<file path="config.mk">
export PLATFORM = sky130hd
export DESIGN_NAME = mdio_master
export DESIGN_NICKNAME = d
export VERILOG_FILES = /design/src/rtl/mdio_pkg.sv /design/src/rtl/mdio_clkgen.sv /design/src/rtl/mdio_seq.sv /design/src/rtl/mdio_rxcap.sv /design/src/rtl/mdio_master.sv
export SDC_FILE = /design/constraint.sdc
export NUM_CORES = 1
export LEC_CHECK = 0
export ABC_AREA = 1
export BUFFER_PORTS_ARGS = -buffer_cell sky130_fd_sc_hd__buf_2
export CAP_MARGIN = 20
export CORE_MARGIN = 2
export CORE_UTILIZATION = 35
export CTS_BUF_LIST = sky130_fd_sc_hd__clkbuf_2 sky130_fd_sc_hd__clkbuf_4 sky130_fd_sc_hd__clkbuf_8
export CTS_CLUSTER_SIZE = 24
export DETAILED_ROUTE_END_ITERATION = 8
export PLACE_DENSITY_LB_ADDON = 0.05
export SYNTH_ARGS = -nofsm -noshare
export SYNTH_HDL_FRONTEND = slang
export SYNTH_SLANG_ARGS = --single-unit
</file>
<file path="constraint.sdc">
create_clock -name clk -period 2.4 [get_ports clk]
set_input_delay 0.24 -clock clk [delete_from_list [all_inputs] [get_ports clk]]
set_output_delay 0.24 -clock clk [all_outputs]
set_load 0.05 [all_outputs]
</file>
<file path="src/rtl/mdio_pkg.sv">
`timescale 1ns/1ps
package mdio_pkg;

    localparam int PRE_BITS   = 32;
    localparam int FLUSH_BITS = 32;
    localparam int ADDR_W     = 5;
    localparam int DATA_W     = 16;
    localparam int FRAME_W    = 4 + 2 * ADDR_W + 2 + DATA_W;
    localparam int RD_TX_BITS = 4 + 2 * ADDR_W;
    localparam int CNT_W      = $clog2(FRAME_W);

    localparam logic [1:0] SOF_PAT = 2'b01;
    localparam logic [1:0] OP_RD   = 2'b10;
    localparam logic [1:0] OP_WR   = 2'b01;
    localparam logic [1:0] TA_WR   = 2'b10;

    typedef enum logic [2:0] {
        S_IDLE,
        S_PRE,
        S_SEND,
        S_TA,
        S_RECV,
        S_FLUSH,
        S_TAIL
    } mdio_state_e;

    typedef struct packed {
        logic              rd;
        logic [ADDR_W-1:0] phy;
        logic [ADDR_W-1:0] regad;
        logic [DATA_W-1:0] wdata;
    } mdio_req_t;

    function automatic logic [FRAME_W-1:0] build_frame(input mdio_req_t r);
        if (r.rd)
            return {SOF_PAT, OP_RD, r.phy, r.regad, {(2 + DATA_W){1'b0}}};
        return {SOF_PAT, OP_WR, r.phy, r.regad, TA_WR, r.wdata};
    endfunction

    function automatic logic [CNT_W-1:0] last_send_idx(input logic rd);
        return rd ? CNT_W'(RD_TX_BITS - 1) : CNT_W'(FRAME_W - 1);
    endfunction

endpackage

</file>
<file path="src/rtl/mdio_clkgen.sv">
`timescale 1ns/1ps
module mdio_clkgen #(
    parameter int HALF_CYC   = 50,
    parameter int SAMPLE_CYC = 70
) (
    input  logic clk,
    input  logic rst,
    input  logic run,
    input  logic long_high,
    output logic mdc,
    output logic bit_end
);
    localparam int MAXC = (SAMPLE_CYC > HALF_CYC) ? SAMPLE_CYC : HALF_CYC;
    localparam int CW   = $clog2(MAXC + 1);

    logic [CW-1:0] cnt;
    logic          hi;
    logic [CW-1:0] hi_last;

    assign hi_last = long_high ? CW'(SAMPLE_CYC - 1) : CW'(HALF_CYC - 1);
    assign bit_end = run && hi && (cnt == hi_last);
    assign mdc     = hi;

    always_ff @(posedge clk) begin
        if (rst || !run) begin
            cnt <= '0;
            hi  <= 1'b0;
        end else if (!hi) begin
            if (cnt == CW'(HALF_CYC - 1)) begin
                cnt <= '0;
                hi  <= 1'b1;
            end else begin
                cnt <= cnt + 1'b1;
            end
        end else if (cnt == hi_last) begin
            cnt <= '0;
            hi  <= 1'b0;
        end else begin
            cnt <= cnt + 1'b1;
        end
    end
endmodule

</file>
<file path="src/rtl/mdio_seq.sv">
`timescale 1ns/1ps
module mdio_seq
    import mdio_pkg::*;
(
    input  logic      clk,
    input  logic      rst,
    input  logic      req,
    input  mdio_req_t req_q,
    input  logic      bit_end,
    input  logic      mdio_i,
    output logic      run,
    output logic      long_high,
    output logic      mdio_o,
    output logic      mdio_oe,
    output logic      shift_en,
    output logic      fin,
    output logic      fin_err,
    output logic      fin_rd
);
    mdio_state_e        state;
    logic [CNT_W-1:0]   cnt;
    logic [FRAME_W-1:0] sh;
    logic               rd_q;

    always_ff @(posedge clk) begin
        if (rst) begin
            state <= S_IDLE;
            cnt   <= '0;
            sh    <= '0;
            rd_q  <= 1'b0;
        end else begin
            case (state)
                S_IDLE: if (req) begin
                    state <= S_PRE;
                    cnt   <= CNT_W'(PRE_BITS - 1);
                    sh    <= build_frame(req_q);
                    rd_q  <= req_q.rd;
                end
                S_PRE: if (bit_end) begin
                    if (cnt == '0) begin
                        state <= S_SEND;
                        cnt   <= last_send_idx(rd_q);
                    end else begin
                        cnt <= cnt - 1'b1;
                    end
                end
                S_SEND: if (bit_end) begin
                    sh <= {sh[FRAME_W-2:0], 1'b0};
                    if (cnt == '0)
                        state <= rd_q ? S_TA : S_TAIL;
                    else
                        cnt <= cnt - 1'b1;
                end
                S_TA: if (bit_end) begin
                    if (mdio_i) begin
                        state <= S_FLUSH;
                        cnt   <= CNT_W'(FLUSH_BITS - 1);
                    end else begin
                        state <= S_RECV;
                        cnt   <= CNT_W'(DATA_W - 1);
                    end
                end
                S_RECV: if (bit_end) begin
                    if (cnt == '0) state <= S_TAIL;
                    else           cnt   <= cnt - 1'b1;
                end
                S_FLUSH: if (bit_end) begin
                    if (cnt == '0) state <= S_IDLE;
                    else           cnt   <= cnt - 1'b1;
                end
                S_TAIL: if (bit_end) state <= S_IDLE;
                default: state <= S_IDLE;
            endcase
        end
    end

    always_comb begin
        run       = (state != S_IDLE);
        mdio_oe   = (state == S_PRE) || (state == S_SEND);
        mdio_o    = (state == S_PRE) || ((state == S_SEND) && sh[FRAME_W-1]);
        long_high = run && !mdio_oe;
        shift_en  = bit_end && (state == S_RECV);
        fin       = bit_end && ((state == S_TAIL) ||
                                ((state == S_FLUSH) && (cnt == '0)));
        fin_err   = (state == S_FLUSH);
        fin_rd    = rd_q;
    end
endmodule

</file>
<file path="src/rtl/mdio_rxcap.sv">
`timescale 1ns/1ps
module mdio_rxcap
    import mdio_pkg::*;
(
    input  logic              clk,
    input  logic              rst,
    input  logic              shift_en,
    input  logic              din,
    input  logic              fin,
    input  logic              fin_err,
    input  logic              fin_rd,
    output logic [DATA_W-1:0] rdata,
    output logic              done,
    output logic              err
);
    logic [DATA_W-1:0] shreg;

    always_ff @(posedge clk) begin
        if (rst) begin
            shreg <= '0;
            rdata <= '0;
            done  <= 1'b0;
            err   <= 1'b0;
        end else begin
            done <= fin;
            if (shift_en)
                shreg <= {shreg[DATA_W-2:0], din};
            if (fin) begin
                err <= fin_err;
                if (fin_rd)
                    rdata <= fin_err ? {DATA_W{1'b1}} : shreg;
            end
        end
    end
endmodule

</file>
<file path="src/rtl/mdio_master.sv">
`timescale 1ns/1ps
module mdio_master
    import mdio_pkg::*;
#(
    parameter int HALF_CYC   = 50,
    parameter int SAMPLE_CYC = 70
) (
    input  logic              clk,
    input  logic              rst,
    input  logic              req,
    input  logic              req_rd,
    input  logic [ADDR_W-1:0] req_phy,
    input  logic [ADDR_W-1:0] req_reg,
    input  logic [DATA_W-1:0] req_wdata,
    output logic [DATA_W-1:0] rsp_rdata,
    output logic              rsp_done,
    output logic              rsp_err,
    output logic              busy,
    output logic              mdc,
    output logic              mdio_o,
    output logic              mdio_oe,
    input  logic              mdio_i
);
    mdio_req_t req_q;
    logic run, long_high, bit_end, shift_en, fin, fin_err, fin_rd;

    assign req_q = '{rd: req_rd, phy: req_phy, regad: req_reg, wdata: req_wdata};
    assign busy  = run;

    mdio_clkgen #(.HALF_CYC(HALF_CYC), .SAMPLE_CYC(SAMPLE_CYC)) u_clk (
        .clk       (clk),
        .rst       (rst),
        .run       (run),
        .long_high (long_high),
        .mdc       (mdc),
        .bit_end   (bit_end)
    );

    mdio_seq u_seq (
        .clk       (clk),
        .rst       (rst),
        .req       (req),
        .req_q     (req_q),
        .bit_end   (bit_end),
        .mdio_i    (mdio_i),
        .run       (run),
        .long_high (long_high),
        .mdio_o    (mdio_o),
        .mdio_oe   (mdio_oe),
        .shift_en  (shift_en),
        .fin       (fin),
        .fin_err   (fin_err),
        .fin_rd    (fin_rd)
    );

    mdio_rxcap u_rx (
        .clk      (clk),
        .rst      (rst),
        .shift_en (shift_en),
        .din      (mdio_i),
        .fin      (fin),
        .fin_err  (fin_err),
        .fin_rd   (fin_rd),
        .rdata    (rsp_rdata),
        .done     (rsp_done),
        .err      (rsp_err)
    );
endmodule

</file>
Yosys cells after proc, flatten, opt, wreduce, memory -nomap -nowiden
Index checks and enable logic that the tools add are counted.
{"block": "classes", "addsub": 2, "eq_ne": 21, "mux": 40, "n_reduce_logical": 24}
{"op": "32-bit two-way mux", "count": 4}
{"op": "32-bit one-hot mux with 2 select lines", "count": 1}
{"op": "5-bit two-way mux", "count": 8}
{"op": "3-bit two-way mux", "count": 12}
{"op": "7-bit two-way mux", "count": 4}
{"op": "3-bit one-hot mux with 7 select lines", "count": 1}
{"op": "5-bit one-hot mux with 4 select lines", "count": 1}
{"op": "2-bit by 1-bit inequality test with 1-bit output (second input constant)", "count": 9}
{"op": "16-bit two-way mux", "count": 1}
{"op": "11-bit AND reduction", "count": 1}
{"op": "3-bit equality test (second input constant)", "count": 3}
{"op": "1-bit two-way mux", "count": 8}
{"op": "2-bit inequality test (second input constant)", "count": 4}
{"op": "7-bit by 1-bit adder with 7-bit output (second input constant)", "count": 1}
{"op": "7-bit by 6-bit equality test with 1-bit output (second input constant)", "count": 1}
{"op": "7-bit equality test", "count": 1}
{"op": "1-bit logical AND", "count": 7}
{"op": "3-bit by 2-bit equality test with 1-bit output (second input constant)", "count": 2}
{"op": "6-bit AND reduction", "count": 1}
{"op": "5-bit zero test", "count": 1}
{"op": "5-bit by 1-bit subtractor with 5-bit output (second input constant)", "count": 1}
{"op": "1-bit logical OR", "count": 4}
{"op": "2-bit AND reduction", "count": 2}
{"op": "4-bit nonzero test", "count": 1}
{"op": "7 further kinds", "count": 8}
{"block": "totals", "ff_bits": 83, "inputBits": 31, "word_cells": 97}

Depth between registers and ports, before layout
{"block": "logic_depth", "word_depth": 9, "ltp_mapped": 13, "ltp_nobuf": 12}

Hierarchy
From an unflattened synthesis, not the netlist that was laid out.
{"block": "hier_totals", "hier_cells": 600, "hier_area_um2": 4015.1}
{"mod": "mdio_seq", "instances": 1, "cells_each": 334, "area_per_inst_um2": 2208.4, "seq_area_each_um2": 820.8}
{"mod": "mdio_rxcap", "instances": 1, "cells_each": 213, "area_per_inst_um2": 1407.6, "seq_area_each_um2": 680.7}
{"mod": "mdio_clkgen", "instances": 1, "cells_each": 53, "area_per_inst_um2": 399.1, "seq_area_each_um2": 160.2}

Least setup slack after synthesis
Ideal clock, no wire load.
{"block": "synth_path", "path_kind": "reg2reg", "start": "register u_clk.hi, in the netlist u_clk.mdc", "end": "register u_rx.rdata[11]", "arrival_time_ps": 1737, "required_ps": 2260, "setup_slack_ps": 522, "path_stages_with_launch": 11, "path_buffers": 1, "path_cell_list": "dfxtp_1 inv_1 nor2_1 nand3_4 inv_4 nand2_4 nor2_8 inv_4 buf_6 nand2_1 a21oi_2"}
{"block": "synth_between", "elab_chain_len": 4}
{"item": "from (decl)", "line": "mdio_clkgen.sv:17", "source": "logic hi;"}
{"item": "from (signal assigned)", "line": "mdio_clkgen.sv:27", "source": "hi <= 1'b0;"}
{"item": "from (signal assigned)", "line": "mdio_clkgen.sv:31", "source": "hi <= 1'b1;"}
{"item": "from (signal assigned)", "line": "mdio_clkgen.sv:37", "source": "hi <= 1'b0;"}
{"item": "1-bit logical AND (2 in a row)", "line": "mdio_clkgen.sv:21", "source": "assign bit_end = run && hi && (cnt == hi_last);"}
{"item": "1-bit logical AND", "line": "mdio_seq.sv:83", "source": "fin = bit_end && ((state == S_TAIL) ||"}
{"item": "2-bit AND reduction (no source line)"}
{"item": "to (signal assigned)", "line": "mdio_rxcap.sv:31", "source": "rdata <= fin_err ? {DATA_W{1'b1}} : shreg;"}
{"item": "to (decl)", "line": "mdio_rxcap.sv:12", "source": "output logic [DATA_W-1:0] rdata,"}
No other way between the ends.
A chain may end at the register's enable or synchronous reset.

Worst setup path in the final report
{"block": "layout_path", "start": "register u_seq.state[1]", "end": "output mdio_o"}
{"block": "layout_between", "elab_chain_len": 3}
{"item": "from (decl)", "line": "mdio_seq.sv:20", "source": "mdio_state_e state;"}
{"item": "from (signal assigned)", "line": "mdio_seq.sv:50", "source": "state <= rd_q ? S_TA : S_TAIL;"}
{"item": "3-bit by 2-bit equality test with 1-bit output", "line": "mdio_seq.sv:80", "source": "mdio_o = (state == S_PRE) || ((state == S_SEND) && sh[FRAME_W-1]);"}
{"item": "1-bit logical AND", "line": "mdio_seq.sv:80"}
{"item": "1-bit logical OR *", "line": "mdio_seq.sv:80"}
{"item": "to (decl)", "line": "mdio_master.sv:20", "source": "output logic mdio_o,"}
Mark *: on every way between the ends. The rest lies on a longest branch, timed or not.

==> metrics.md <==
| Metric | Value |
|---|---|
| CTS tree | done |
| Slew at the pin closest to its max-slew limit | ~0.65 ns |
| Top Family by Delay on Critical Path | buffers and inverters |
| Vias per inst | between 4 and 5 |
| Comb power frac | 36.0% |
| Netlist cell types | 37 |
| Ports | 53 |
| Full die area | 12000 sq um |
| CP endpoint kind | output pin |
| Min-delay src | req_wdata[0] |
| Final routed DRC violation total | 0 |
| Minimum clock period | ~2.2 ns |
| CP Cell Sequence | inv_1 > nor2_1 > nand2_2 > inv_1 > buf_6 > nand2_1 > nand2_1 > buf_2 |
| GRT Resource Usage Total | 15.6% |
| Fin Hold WS | 0.106 ns |
| Hold path depth | 3 |
| Initial antenna violation count | 0 |
| Clk_skew | 0.0141 ns |
| Via count | 3373 |
| Fin nets | 609 |
| Cell Area, Synth | 3890 sq um |
| Critical path launch point type | flip-flop |
| FMAX | 464 MHz |
| Worst path bufs/invs | 4 |
| Worst Hold Class | in -> reg |
| Port bufs | 52 |
| CTS Buffer Depth | 2 |
| First DRT Iteration DRCs | approximately 160 |
| Final hold vios | 0 |
| Max Slew Vio Count | 0 |
| Placement row count | 38 |
| Type of the worst setup path | reg -> out |
| Slowest-stage cell, CP | dfxtp_1 |
| Initial Utilization | 35.9% |
| Fill cells | 1136 |
| Slowest cell delay on critical path | 0.42 ns |
| RSZ-0062 raised after global routing | false |
| Arr. time, crit path | roughly 1.9 ns |
| R2R cell count | 11 |
| Antenna cells | 0 |
| Clock Power Share | 25.2% |
| Clock Sinks | between 80 and 90 |
| Reg2reg start | u_seq.cnt[0] |
| Drt first pass iters | 4 |
| Power Total | 4.48 mW |
| Leakage power total | 2.00 nW |
| Psw | 1.75 mW |
| H-Tree Depth | 3 |
| R2r setup slk | approximately 0.28 ns |
| Top cell type by total area after synthesis | dfxtp_1 |
| Max-Cap Viols | 0 |
| Synth area leaders | dfxtp_1, nand2_1, nor2_1 |
| CTS root buf | clkbuf_8 |
| Vias in the first global route | a little over 3000 |
| Syn Nets | 563 |
| First-pass GRT wire length | ~15000 microns |
| Total gr overflow | 0 |
| RR Endpoint | u_rx.rdata[2] |
| Setup TNS | 0 ns |
| Placer congestion estimate | 0.788 |
| Total CTS buffers | 9 |
| Avg Cell Area, Syn | 7.35 sq um |
| Core Util, Final | 41.2% |
| Area fraction of the dominant cell type after synthesis | 42.7% |
| Hold endpoint | u_seq.sh[0] |
| Dpl cell area | 4240 sq um |
| Internal Power | 2.73 mW |
| Largest net degree at the start of global routing | 50 |
| Status | complete, no violations |
| Postcts setup bufs | 0 |
| Worst-path clk slew | 0.09 ns |
| Clock latency on the worst-skew pair | 0.37 ns |
| Post-route ant nets | 0 |
| Endpoints failing setup | 0 |
| Fin area | approximately 4500 sq um |
| Synth warn | 0 |
| Post-detail-place hpwl | around 5800 microns |
| Routed wire length | between 8000 and 9000 microns |
| Mapped Cells | 529 |
| WL/cell | 12.1 microns |
| CP max FO | 30 |
| Max-slew headroom | 56.6% |
| Die Wd | 109 microns |
| Die height | 109 microns |
| Share of cells above drive strength 1 | 19.5% |
| Area Overhead vs Synth | 14.8% |
| Seq pwr share | 38.8% |
| Power per cell area | 1000 nW/um^2 |
| Peak VDD IR | ~0.32 mV |
| Synth Register Bits | 83 |
| Period utilization | 89.9% |
| Register area share after synthesis | 42.7% |
| Worst Path Required | 2.16 ns |
| Sw frac | 39.1% |
| Core ar. | 10800 sq um |
-- flip-flops by register name, summed over array words and instances (netlist names) --
register,flops
u_clk.cnt,7
u_clk.mdc,1
u_rx.done,1
u_rx.err,1
u_rx.rdata,16
u_rx.shreg,16
u_seq.cnt,5
u_seq.fin_rd,1
u_seq.sh,32
u_seq.state,3
-- per-layer routing --
layer / GRT usage [%] / share of wire (%) / vias to the layer above
met5: 0 / 0 / -
met1: 19.5 / 48 / 1508
met4: 7.32 / 1.8 / 0
met3: 3.44 / 4.3 / 11
met2: 25.5 / 45 / 57
li1: - / - / 1797
-- worst reg2reg max path, stage by stage (launching register included) --
cell	delay, ns
dfxtp_1	0.30
inv_1	0.11
ha_1	0.20
nand3_1	0.13
nor2_1	0.27
inv_1	0.18
o22ai_2	0.18
nand2_4	0.11
nor2_8	0.24
inv_4	0.14
nand2_1	0.08
a21oi_1	0.05
-- logic make-up (layout without fill, tap and decap cells) --
| group | after synthesis | in the layout | synth area share (%) |
|---|---|---|---|
| fa+ha+maj | 3 | 3 | 0.966 |
| simple gates | 216 | 216 | 24.2 |
| xor+xnor | 7 | 7 | 1.58 |
| buf+inv | 81 | 132 | 9.43 |
| flops | 83 | 83 | 42.7 |
| compound gates | 139 | 139 | 21.0 |
-- how the worst max path moves through the flow --
stage | from | to | slack (ns) | cells after the start
after floorplan | u_clk.mdc | u_rx.rdata[11] | 0.52 | 10
after global placement | u_seq.cnt[0] | u_rx.rdata[11] | 0.22 | 11
after detailed placement | u_seq.cnt[0] | u_rx.rdata[10] | 0.24 | 11
after CTS | u_seq.state[1] | mdio_o | 0.14 | 8
after global routing | u_seq.cnt[0] | u_rx.rdata[4] | 0.001 | 11
final | u_seq.state[1] | mdio_o | 0.24 | 8
-- area by class of cell --
type	count	area [sq um]	area share [%]
clock buffers	9	124	2.77
clock inverters	7	98.8	2.21
inverters	55	214	4.79
multi-input cells	365	1860	41.6
flip-flops and latches	83	1660	37.2
well taps	140	175	3.92
repair buffers	61	332	7.43
-- cell usage after synthesis (all sizes together) --
cell	n
o21ai	72
nor2	97
buf	13
dfxtp	83
xor2	5
clkbuf	13
nor3	1
o21bai	1
o22ai	2
o2111ai	1
xnor2	2
a211oi	1
nand2	98
nand4	3
nand3	16
a21oi	47
a22o	15
ha	3
nor3b	1
inv	55
-- power by group through the flow --
| stage | Sequential [mW] | Clock [mW] | Combinational [mW] |
|---|---|---|---|
| 2_1_floorplan | 1.73 | 0 | 1.32 |
| 3_3_place_gp | 1.76 | 0 | 1.63 |
| 3_5_place_dp | 1.76 | 0 | 1.62 |
| 4_1_cts | 1.73 | 1.18 | 1.63 |
| 5_1_grt | 1.77 | 1.24 | 1.86 |
| 6_report | 1.74 | 1.13 | 1.61 |
-- cell usage in the layout (no fill, tap or decap), drive strengths merged --
cell type	count
a21oi	47
nor3	1
o21ai	72
nor3b	1
o22ai	2
xnor2	2
xor2	5
ha	3
a22o	15
a211oi	1
nand4	3
o2111ai	1
nand2	98
clkbuf	9
nor2	97
buf	61
clkinvlp	1
o21bai	1
dfxtp	83
inv	57
bufinv	2
nand3	16
clkinv	2
-- what timing repair did --
action                                  CTS  global route
hold buffers                              0             0
resized for setup                         0             1
endpoints found under the hold margin     0             0
endpoints found under the setup margin    0             1
-- through the flow --
step           cells  worst slack (ns)
3_5_place_dp     704             0.235
2_1_floorplan    529             0.522
6_report         720             0.243
4_1_cts          720             0.141
5_1_grt          720           0.00147
3_3_place_gp     704             0.217
Power figures use the tool's default switching activity.
